$ cat src/rtl/dma_flyby_pkg.sv
package dma_flyby_pkg;

  typedef enum logic [2:0] {
    ST_IDLE,
    ST_REQ,
    ST_SETUP,
    ST_ASSERT,
    ST_HOLD,
    ST_REL
  } xfer_st_e;

  localparam logic [1:0] FLD_ADDR = 2'd0;
  localparam logic [1:0] FLD_CNT  = 2'd1;
  localparam logic [1:0] FLD_MODE = 2'd2;
  localparam logic [1:0] FLD_STAT = 2'd3;

  localparam int MODE_DIR_BIT = 0;
  localparam int MODE_EN_BIT  = 1;

endpackage

$ cat src/rtl/dma_chan_regs.sv
module dma_chan_regs #(
  parameter int AW = 16,
  parameter int CW = 16,
  parameter int DW = 16
) (
  input  logic          clk,
  input  logic          rst_n,
  input  logic          ld_addr,
  input  logic          ld_cnt,
  input  logic          ld_mode,
  input  logic [DW-1:0] wdata,
  input  logic          step,
  input  logic          st_clr,
  output logic [AW-1:0] cur_addr,
  output logic [CW-1:0] cur_cnt,
  output logic          dir,
  output logic          en,
  output logic          tc_flag
);
  import dma_flyby_pkg::*;

  logic [AW-1:0] addr_q, addr_d;
  logic [CW-1:0] cnt_q, cnt_d;
  logic          dir_q, dir_d;
  logic          en_q, en_d;
  logic          tc_q, tc_d;

  // next-state: CPU loads, then per-word update; terminal count wins over clear
  always_comb begin
    addr_d = addr_q;
    cnt_d  = cnt_q;
    dir_d  = dir_q;
    en_d   = en_q;
    tc_d   = tc_q;
    if (ld_addr) addr_d = wdata[AW-1:0];
    if (ld_cnt)  cnt_d  = wdata[CW-1:0];
    if (ld_mode) begin
      dir_d = wdata[MODE_DIR_BIT];
      en_d  = wdata[MODE_EN_BIT];
    end
    if (st_clr) tc_d = 1'b0;
    if (step) begin
      addr_d = addr_q + 1'b1;
      cnt_d  = cnt_q - 1'b1;
      if (cnt_q == '0) begin
        en_d = 1'b0;
        tc_d = 1'b1;
      end
    end
  end

  always_ff @(posedge clk or negedge rst_n) begin
    if (!rst_n) begin
      addr_q <= '0;
      cnt_q  <= '0;
      dir_q  <= 1'b0;
      en_q   <= 1'b0;
      tc_q   <= 1'b0;
    end else begin
      addr_q <= addr_d;
      cnt_q  <= cnt_d;
      dir_q  <= dir_d;
      en_q   <= en_d;
      tc_q   <= tc_d;
    end
  end

  assign cur_addr = addr_q;
  assign cur_cnt  = cnt_q;
  assign dir      = dir_q;
  assign en       = en_q;
  assign tc_flag  = tc_q;

endmodule

$ cat src/rtl/dma_prio_arb.sv
module dma_prio_arb #(
  parameter int NCH = 4,
  parameter int IW  = 2
) (
  input  logic [NCH-1:0] req,
  output logic [IW-1:0]  idx,
  output logic           any
);
  // scan from the top so the lowest-numbered requester is left standing
  always_comb begin
    idx = '0;
    any = 1'b0;
    for (int i = NCH - 1; i >= 0; i--) begin
      if (req[i]) begin
        idx = IW'(i);
        any = 1'b1;
      end
    end
  end

endmodule

$ cat src/rtl/dma_xfer_fsm.sv
module dma_xfer_fsm #(
  parameter int NCH = 4,
  parameter int IW  = 2
) (
  input  logic           clk,
  input  logic           rst_n,
  input  logic           arb_any,
  input  logic [IW-1:0]  arb_idx,
  input  logic [NCH-1:0] dreq,
  input  logic           hlda,
  input  logic           last_word,
  output logic [IW-1:0]  ch,
  output logic           hrq,
  output logic           bus_oe,
  output logic           strobe_on,
  output logic           step
);
  import dma_flyby_pkg::*;

  xfer_st_e      st_q, st_d;
  logic [IW-1:0] ch_q, ch_d;

  always_comb begin
    st_d = st_q;
    ch_d = ch_q;
    unique case (st_q)
      ST_IDLE: begin
        if (arb_any) begin
          st_d = ST_REQ;
          ch_d = arb_idx;
        end
      end
      ST_REQ: begin
        if (hlda)               st_d = ST_SETUP;
        else if (!dreq[ch_q])   st_d = ST_IDLE;
      end
      ST_SETUP:  st_d = ST_ASSERT;
      ST_ASSERT: st_d = ST_HOLD;
      ST_HOLD:   st_d = ST_REL;
      ST_REL: begin
        if (last_word)                st_d = ST_IDLE;
        else if (hlda && dreq[ch_q])  st_d = ST_SETUP;
        else                          st_d = ST_IDLE;
      end
      default: st_d = ST_IDLE;
    endcase
  end

  always_ff @(posedge clk or negedge rst_n) begin
    if (!rst_n) begin
      st_q <= ST_IDLE;
      ch_q <= '0;
    end else begin
      st_q <= st_d;
      ch_q <= ch_d;
    end
  end

  assign ch        = ch_q;
  assign hrq       = (st_q != ST_IDLE);
  assign bus_oe    = (st_q == ST_SETUP) || (st_q == ST_ASSERT) ||
                     (st_q == ST_HOLD)  || (st_q == ST_REL);
  assign strobe_on = (st_q == ST_ASSERT) || (st_q == ST_HOLD);
  assign step      = (st_q == ST_REL);

endmodule

$ cat src/rtl/dma4_flyby.sv
module dma4_flyby #(
  parameter  int NCH = 4,
  parameter  int AW  = 16,
  parameter  int CW  = 16,
  localparam int IW  = (NCH > 1) ? $clog2(NCH) : 1,
  localparam int DW  = (AW > CW) ? AW : CW
) (
  input  logic           clk,
  input  logic           rst_n,
  input  logic [IW+1:0]  cfg_addr,
  input  logic           cfg_we,
  input  logic           cfg_re,
  input  logic [DW-1:0]  cfg_wdata,
  output logic [DW-1:0]  cfg_rdata,
  input  logic [NCH-1:0] dreq,
  output logic [NCH-1:0] dack,
  output logic           hrq,
  input  logic           hlda,
  output logic           bus_oe,
  output logic [AW-1:0]  addr_out,
  output logic           memr,
  output logic           memw,
  output logic           ior,
  output logic           iow,
  output logic           irq
);
  import dma_flyby_pkg::*;

  logic [IW-1:0]  cfg_ch;
  logic [1:0]     cfg_fld;
  logic           st_clr;

  logic [AW-1:0]  ch_addr [NCH];
  logic [CW-1:0]  ch_cnt  [NCH];
  logic [NCH-1:0] dir_vec, en_vec, tc_vec;

  logic [IW-1:0]  arb_idx, act_ch;
  logic           arb_any, last_word, strobe_on, step, act_dir;

  assign cfg_ch  = cfg_addr[IW+1:2];
  assign cfg_fld = cfg_addr[1:0];
  assign st_clr  = cfg_re && (cfg_fld == FLD_STAT);

  for (genvar g = 0; g < NCH; g++) begin : g_chan
    logic hit;
    assign hit = (cfg_ch == IW'(g));
    dma_chan_regs #(.AW(AW), .CW(CW), .DW(DW)) u_regs (
      .clk      (clk),
      .rst_n    (rst_n),
      .ld_addr  (cfg_we && hit && (cfg_fld == FLD_ADDR)),
      .ld_cnt   (cfg_we && hit && (cfg_fld == FLD_CNT)),
      .ld_mode  (cfg_we && hit && (cfg_fld == FLD_MODE)),
      .wdata    (cfg_wdata),
      .step     (step && (act_ch == IW'(g))),
      .st_clr   (st_clr),
      .cur_addr (ch_addr[g]),
      .cur_cnt  (ch_cnt[g]),
      .dir      (dir_vec[g]),
      .en       (en_vec[g]),
      .tc_flag  (tc_vec[g])
    );
  end

  dma_prio_arb #(.NCH(NCH), .IW(IW)) u_arb (
    .req (dreq & en_vec),
    .idx (arb_idx),
    .any (arb_any)
  );

  assign last_word = (ch_cnt[act_ch] == '0);

  dma_xfer_fsm #(.NCH(NCH), .IW(IW)) u_fsm (
    .clk       (clk),
    .rst_n     (rst_n),
    .arb_any   (arb_any),
    .arb_idx   (arb_idx),
    .dreq      (dreq),
    .hlda      (hlda),
    .last_word (last_word),
    .ch        (act_ch),
    .hrq       (hrq),
    .bus_oe    (bus_oe),
    .strobe_on (strobe_on),
    .step      (step)
  );

  assign act_dir  = dir_vec[act_ch];
  assign addr_out = bus_oe ? ch_addr[act_ch] : '0;
  assign dack     = bus_oe ? (NCH'(1) << act_ch) : '0;
  assign memr     = strobe_on && !act_dir;
  assign iow      = strobe_on && !act_dir;
  assign ior      = strobe_on &&  act_dir;
  assign memw     = strobe_on &&  act_dir;
  assign irq      = |tc_vec;

  always_comb begin
    cfg_rdata = '0;
    unique case (cfg_fld)
      FLD_ADDR: cfg_rdata = DW'(ch_addr[cfg_ch]);
      FLD_CNT:  cfg_rdata = DW'(ch_cnt[cfg_ch]);
      FLD_MODE: cfg_rdata = DW'({en_vec[cfg_ch], dir_vec[cfg_ch]});
      default:  cfg_rdata = DW'(tc_vec);
    endcase
  end

endmodule

$ cat config.mk
export PLATFORM = sky130hd
export DESIGN_NAME = dma4_flyby
export DESIGN_NICKNAME = d
export VERILOG_FILES = /design/src/rtl/dma_flyby_pkg.sv /design/src/rtl/dma_chan_regs.sv /design/src/rtl/dma_prio_arb.sv /design/src/rtl/dma_xfer_fsm.sv /design/src/rtl/dma4_flyby.sv
export SDC_FILE = /design/constraint.sdc
export NUM_CORES = 1
export LEC_CHECK = 0
export CORE_UTILIZATION = 65
export DETAILED_ROUTE_END_ITERATION = 6
export PLACE_DENSITY = 0.87
export SLEW_MARGIN = 20
export SYNTH_ARGS = -nofsm -noshare
export SYNTH_HDL_FRONTEND = slang
export SYNTH_SLANG_ARGS = --single-unit
$ cat constraint.sdc
create_clock -name clk -period 6.3 [get_ports clk]
set_input_delay 1.26 -clock clk [delete_from_list [all_inputs] [get_ports clk]]
set_output_delay 1.26 -clock clk [all_outputs]
set_load 0.1 [all_outputs]
==> results.txt, run 1 <==
----------------------------------------------------
[Status]
  Run status ... finished, final reports clean

[Pwr]
  P_int ... 2.958 mW
  Sequential group share of total power ... 32.8%
  Switching share of power ... 50.07%
  Clock share of power ... 18.9%
  Combinational power share ... 48.3%
  P_sw ... 2.966 mW
  LEAKAGE ... 4.441 nW
  Worst VDD drop ... 0.4025 mV
  Total power after layout ... 5.925 mW
  Power per standard cell area ... 522.6 nW/µm²

[Synthesis]
  Synth top area cells ... dfrtp_1, mux4_2, nor2_1
  Share of Yosys cell area claimed by the top area cell type ... 36.41%
  Synthesized netlist cell count ... 1094
  Synthesized netlist net count ... 1135
  Post-synthesis cell area ... 9966 µm²
  Yosys top cell by area ... dfrtp_1
  Post-synthesis sequential area ratio ... 36.41%
  Synthesis-stage register bit count ... 145
  Share of async-settable or async-resettable flops after synthesis ... 100.0%
  Number of enable flip-flop cells after synthesis ... 0
  Predominant post-synthesis flop cell ... dfrtp_1
  Synth cell types ... 65
  Number of warnings reported in the yosys synthesis log ... 0
  Synthesized area per cell ... 9.110 µm²

[Timing]
  Final max-slew violation count ... 0
  Worst Tran Pin Value ... 1.068 ns
  Clock period minus worst slack ... 5.066 ns
  Count of endpoints failing setup in the final report ... 0
  Headroom to the max-slew limit ... 28.79%
  Setup repair after global routing missed its margin ... no
  Setup skew after layout ... 0.006986 ns
  Number of endpoints with negative hold slack in the final report ... 0
  Share of the cycle needed by the critical path after routing ... 80.41%
  Highest achievable clock rate ... 0.1974 GHz
  Setup tns final ... 0 ns

[Global route]
  Via count of the first global-routing pass ... 9249
  Antenna violations before repair ... 1
  Largest net degree at the start of global routing ... 106
  Global-route total usage across every layer ... 44.48%
  Wire length of the first global-routing pass ... 52.36 mm
  GR Overflow Total ... 0

[Worst setup path]
  Startpoint class of the critical path ... primary input
  Crit. End Element ... primary output
  Max stage delay cell, worst path ... clkdlybuf4s50_1
  CP Depth ... 4
  Most numerous cell on the critical path ... mux4_2
  Kind of cell adding the most delay to the critical path ... buffers and inverters
  Required time reported for the critical path endpoint ... 5.04 ns
  Data arrival time of the critical path ... 3.81 ns
  Cell Chain, Critical Path ... buf_2 -> mux4_2 -> mux4_2 -> clkdlybuf4s50_1
  Buffer and inverter count on the worst path ... 2
  R2r worst-path depth ... 6
  Maximum fanout along the worst path ... 42
  Worst setup path class ... primary input to primary output
  Delay contributed by the slowest stage of the critical path ... 0.98 ns

[Detailed routing]
  WL final ... 34.36 mm
  Overall via count from detail_route ... 9963
  Detailed router's first-iteration violation count ... 1441
  Total DRC errors in the routed layout ... 0
  Ratio of routed vias to standard cells ... 7.559
  Routed wirelength normalized by instance count ... 26.07 µm
  First-pass DRT Iterations ... 7
  ANT nets after route ... 0

[Place]
  Cell Count Post-Placement ... 1286
  Buffers on Ports ... 71
  Half-perimeter wire length of the detailed placement result ... 23.32 mm
  Final weighted congestion in routability-driven placement ... 1.020

[Die]
  Die Ht ... 125.8 µm
  Area of the die ... 15830 µm²
  Standard cell core area ... 14750 µm²
  Initial Util ... 67.55%
  Number of top-level pins ... 72
  Cell row count ... 44
  Die X ... 125.8 µm

[Finish]
  Fin util ... 76.83%
  Non-filler instance count after layout ... 1318
  Number of fill cells ... 1007
  Syn-to-layout area delta ... 13.75%
  Net count, final ... 1162
  Area of combinational cells with multiple inputs ... 5936 µm²
  Sequential Area ... 3628 µm²
  Commonest non-fill, non-tap cell in the layout ... dfrtp_1
  Share of layout cells above drive strength 1 ... 13.33%
  Most used cells in the layout excluding fill and tap cells ... dfrtp_1, nor2_1, nand2_1

[Clock tree]
  # H-tree levels ... 4
  TritonCTS clock tree ... built
  Clock Tree Buf Depth ... 2
  Buffer type at the clock tree root ... clkbuf_16
  Post-cts hold buffer count ... 0
  TritonCTS Buffers ... 17
  Clock latency at the later pin of the worst-skew pair ... 0.44 ns
  Clk pin slew, worst setup/hold paths ... 0.06 ns
  TritonCTS sink count ... 145
  Post-CTS setup buffer count ... 0
  Count of cells resized by post-cts repair ... 0

[Worst hold path]
  Hold path cells ... 1
  Class of the tightest hold or removal check ... flip-flop to flip-flop

[Job]
  Max-cap violations ... 0

----------------------------------------------------
sequential cells by signal, indices dropped and copies added, names as in the netlist:
register / cells
u_fsm.st_q: 3
g_chan.u_regs.cur_addr: 64
g_chan.u_regs.cur_cnt: 64
g_chan.u_regs.tc_flag: 4
g_chan.u_regs.dir: 4
g_chan.u_regs.en: 4
u_fsm.ch: 2
final timing paths:
kind | start | endpoint | slack, ns
worst min-delay path | g_chan[1].u_regs.tc_flag | g_chan[1].u_regs.tc_flag | 0.52
worst max-delay path | cfg_addr[3] | cfg_rdata[1] | 1.23
max in group asynchronous | rst_n | g_chan[1].u_regs.cur_addr[15] | 4.25
worst max register to register | u_fsm.st_q[2] | g_chan[1].u_regs.cur_cnt[13] | 3.18
worst min register to register | g_chan[1].u_regs.tc_flag | g_chan[1].u_regs.tc_flag | 0.52
min in group asynchronous | rst_n | u_fsm.st_q[0] | 0.95
power by group through the flow:
stage / clock network [mW] / registers, mW / logic [mW]
floorplan: 0 / 1.60 / 2.26
global placement: 0 / 1.87 / 2.75
detailed placement: 0 / 1.88 / 2.81
CTS: 1.11 / 1.88 / 2.83
global route: 1.15 / 1.97 / 3.00
finish: 1.12 / 1.94 / 2.86
layer usage:
metal  routed length [µm]  track usage, %
met1                12200           61.13
met2                14230           62.19
met3                 6032           15.89
met4                 1896           22.96
met5                    0               0
cells by family after synthesis:
logic type	after synthesis	synth area share, %
AO/OA/AOI/OAI	308	21.04
buffers and inverters	109	4.269
flip-flops	145	36.41
adder cells (fa/ha/maj)	12	1.507
XOR/XNOR	1	0.08790
multiplexers	82	15.17
AND/OR/NAND/NOR	437	21.52
metrics by stage:
stage	hold WS, ns	area [µm²]	setup slack [ns]
after floorplan	0.4500	9966	1.104
after global placement	0.4984	10680	1.321
after detailed placement	0.4983	10680	1.271
after CTS	0.5152	11320	1.279
after global routing	0.5308	11330	1.193
final	0.5218	11340	1.234
synth_stat cells, types with 19 or more instances:
library cell  count
a21oi_1          59
mux2i_1          19
nor3_1           43
inv_1            30
mux4_2           53
o21ai_0          75
a221o_1          19
a211oi_1         30
dfrtp_1         145
a311oi_1         23
nor4_1           26
nand2_1         104
nand3_1          30
nor2_1          125
nor2b_1          23
clkbuf_1         55
area by class of cell:
type                            instances  area share, %
Tap cell                              184          2.031
Inverter                               30         0.9934
Sequential cell                       145          32.01
Clock inverter                         13          1.876
Multi-Input combinational cell        840          52.36
Timing Repair Buffer                   87          6.921
Antenna cell                            1        0.02208
Clock buffer                           18          3.786
No activity file was read; power rests on OpenSTA's default activity.
==> run 2: changes to the inputs <==
--- a/config.mk
+++ b/config.mk
@@ -5,9 +5,9 @@
 export SDC_FILE = /design/constraint.sdc
 export NUM_CORES = 1
 export LEC_CHECK = 0
-export CORE_UTILIZATION = 65
+export CORE_UTILIZATION = 60
 export DETAILED_ROUTE_END_ITERATION = 6
-export PLACE_DENSITY = 0.87
+export PLACE_DENSITY = 0.81
 export SLEW_MARGIN = 20
 export SYNTH_ARGS = -nofsm -noshare
 export SYNTH_HDL_FRONTEND = slang
==> constraint.sdc (replaced) <==
create_clock -name clk -period 5.25 [get_ports clk]
set_input_delay 1.05 -clock clk [delete_from_list [all_inputs] [get_ports clk]]
set_output_delay 1.05 -clock clk [all_outputs]
set_load 0.1 [all_outputs]
==> run 2 against run 1 <==
Global-route usage fell by 1.7 points. Core utilization fell by 6.1 points. First-iteration DRC count rose by 11%. Worst hold slack got worse by 0.0075 ns. Clock-buffer cell count fell by 1. Sequential power rose by 23%. Largest power group unchanged.
==> results.txt, run 2 (synthesis gave the netlist of run 1 again) <==
----------------------------------------------------
[Worst setup path]
  Worst setup path endpoint ... cfg_rdata[6] (was cfg_rdata[1])
  Launch point of the critical path ... cfg_addr[2] (was cfg_addr[3])
  Startpoint of the most critical register-to-register path ... u_fsm.st_q[2] (unchanged)
  R2r worst-path depth ... 5 (was 6)
  Data arrival time of the critical path ... 3.26 ns (was 3.81 ns)
  Endpoint of the lowest-slack register-to-register path ... g_chan[3].u_regs.cur_cnt[10] (was g_chan[1].u_regs.cur_cnt[13])
  Startpoint class of the critical path ... primary input (unchanged)
  Maximum fanout along the worst path ... 31 (was 42)
  Setup slack on the worst flop-to-flop path ... 2.07 ns (was 3.18 ns)
  Required time reported for the critical path endpoint ... 4.20 ns (was 5.04 ns)
  Crit. End Element ... primary output (unchanged)
  Worst setup path class ... primary input to primary output (unchanged)

[Detailed routing]
  ANT nets after route ... 0 (unchanged)
  Detailed router's first-iteration violation count ... 1596 (was 1441)
  Overall via count from detail_route ... 9987 (was 9963)
  First-pass DRT Iterations ... 7 (unchanged)
  Ratio of routed vias to standard cells ... 7.392 (was 7.559)
  Routed wirelength normalized by instance count ... 25.72 µm (was 26.07 µm)
  WL final ... 34.75 mm (was 34.36 mm)
  Total DRC errors in the routed layout ... 0 (unchanged)

[Clock tree]
  Count of cells resized by post-cts repair ... 0 (unchanged)
  Clock latency at the later pin of the worst-skew pair ... 0.44 ns (about the same)
  Clock Tree Buf Depth ... 2 (unchanged)
  TritonCTS clock tree ... built (unchanged)
  Clk pin slew, worst setup/hold paths ... 0.07 ns (was 0.06 ns)
  Post-CTS setup buffer count ... 0 (unchanged)
  # H-tree levels ... 4 (unchanged)
  TritonCTS Buffers ... 17 (unchanged)
  Buffer type at the clock tree root ... clkbuf_16 (unchanged)
  Post-cts hold buffer count ... 0 (unchanged)
  TritonCTS sink count ... 145 (unchanged)

[Timing]
  Share of the cycle needed by the critical path after routing ... 82.14%
  Worst Tran Pin Value ... 1.038 ns (was 1.068 ns)
  Setup repair after global routing missed its margin ... no (unchanged)
  Clock period minus worst slack ... 4.313 ns
  Number of endpoints with negative hold slack in the final report ... 0 (unchanged)
  Setup skew after layout ... 0.01127 ns (was 0.006986 ns)
  Count of endpoints failing setup in the final report ... 0 (unchanged)
  Highest achievable clock rate ... 0.2319 GHz
  Setup tns final ... 0 ns (unchanged)
  Headroom to the max-slew limit ... 30.56% (was 28.79%)
  Final max-slew violation count ... 0 (unchanged)

[Die]
  Die X ... 130.9 µm (was 125.8 µm)
  Cell row count ... 46 (was 44)
  Initial Util ... 62.06% (was 67.55%)
  Standard cell core area ... 16060 µm² (was 14750 µm²)
  Die Ht ... 130.9 µm (was 125.8 µm)
  Number of top-level pins ... 72 (unchanged)
  Area of the die ... 17130 µm² (was 15830 µm²)

[Pwr]
  Combinational power share ... 47.7% (was 48.3%)
  Worst VDD drop ... 0.5383 mV (was 0.4025 mV)
  P_int ... 3.471 mW (was 2.958 mW)
  Switching share of power ... 51.05% (was 50.07%)
  Power per standard cell area ... 624.0 nW/µm² (was 522.6 nW/µm²)
  Sequential group share of total power ... 33.7% (was 32.8%)
  Clock share of power ... 18.6% (was 18.9%)
  LEAKAGE ... 4.451 nW (was 4.441 nW)
  P_sw ... 3.620 mW (was 2.966 mW)

[Finish]
  Most used cells in the layout excluding fill and tap cells ... dfrtp_1, nor2_1, nand2_1 (unchanged)
  Net count, final ... 1163 (was 1162)
  Fin util ... 70.77% (was 76.83%)
  Share of layout cells above drive strength 1 ... 14.01% (was 13.33%)
  Commonest non-fill, non-tap cell in the layout ... dfrtp_1 (unchanged)
  Number of fill cells ... 1167 (was 1007)
  Antenna diode count ... 0 (was 1)
  Syn-to-layout area delta ... 14.04% (was 13.75%)

[Place]
  Buffers on Ports ... 71 (unchanged)
  Final weighted congestion in routability-driven placement ... 1.007 (was 1.020)
  Half-perimeter wire length of the detailed placement result ... 23.97 mm (was 23.32 mm)

[Global route]
  Largest net degree at the start of global routing ... 56 (was 106)
  Via count of the first global-routing pass ... 9213 (was 9249)
  Wire length of the first global-routing pass ... 52.87 mm (was 52.36 mm)
  GR Overflow Total ... 0 (unchanged)
  Antenna violations before repair ... 0 (was 1)
  Global-route total usage across every layer ... 42.78% (was 44.48%)

[Status]
  Run status ... finished, final reports clean (unchanged)

[Job]
  Max-cap violations ... 0 (unchanged)

[Worst hold path]
  Class of the tightest hold or removal check ... flip-flop to flip-flop (unchanged)

----------------------------------------------------
run 2: cell count changes in the layout (fill, tap and decap cells not counted), sizes merged:
cell           previous run  this run
clkinvlp                  3         2
inv                      30        38
clkbuf                   18        17
clkdlybuf4s50            53        49
bufinv                    5         3
diode                     1         0
clkinv                    5         2
buf                      34        39
run 2: critical path: stages:
cell     delay, ns
buf_2         0.66
buf_4         0.38
mux4_1        0.58
mux2i_1       0.19
nor2_1        0.08
buf_4         0.28
run 2: routing by layer:
metal  vias to the layer above  global-route usage, %  share of wire (%)
met4                         0                  21.57                5.2
li1                       4251                      -                  -
met5                         -                      0                  0
met1                      4819                  59.70                 37
met2                       791                  59.20                 42
met3                       126                  14.54                 16
run 2: stage by stage:
| step | hold WS [ns] | setup WS (ns) | instance area (µm²) | instances | power, mW |
|---|---|---|---|---|---|
| after floorplan | 0.4500 | 0.4740 | 9966 | 1094 | 4.637 |
| after global placement | 0.4845 | 1.037 | 10730 | 1319 | 5.583 |
| after detailed placement | 0.4927 | 0.9555 | 10730 | 1319 | 5.653 |
| after CTS | 0.5075 | 0.8773 | 11350 | 1351 | 6.964 |
| after global routing | 0.5431 | 0.7661 | 11360 | 1351 | 7.353 |
| final | 0.5143 | 0.9375 | 11360 | 1351 | 7.091 |
run 2: power groups by stage:
stage               Combinational (mW)  Sequential, mW  Clock, mW
floorplan                         2.72            1.92          0
global placement                  3.28            2.30          0
detailed placement                3.33            2.32          0
CTS                               3.35            2.31       1.31
global route                      3.57            2.43       1.36
finish                            3.38            2.39       1.32
run 2: final cells by class:
class	count	area (µm²)	share of cell area, %
clock buffers	17	425.4	3.743
well taps	216	270.3	2.378
repair buffers	88	794.5	6.991
multi-input cells	840	5937	52.24
inverters	30	112.6	0.9909
clock inverters	15	195.2	1.717
flip-flops and latches	145	3630	31.94
run 2: how the worst min path moves through the flow:
stage                        startpoint                        to  slack [ns]  cells after the start
2_1_floorplan  g_chan[2].u_regs.tc_flag  g_chan[2].u_regs.tc_flag        0.45                      2
3_3_place_gp   g_chan[3].u_regs.tc_flag  g_chan[3].u_regs.tc_flag        0.48                      2
3_5_place_dp   g_chan[3].u_regs.tc_flag  g_chan[3].u_regs.tc_flag        0.49                      2
4_1_cts        g_chan[3].u_regs.tc_flag  g_chan[3].u_regs.tc_flag        0.51                      2
5_1_grt        g_chan[1].u_regs.tc_flag  g_chan[1].u_regs.tc_flag        0.54                      1
6_report       g_chan[3].u_regs.tc_flag  g_chan[3].u_regs.tc_flag        0.51                      2
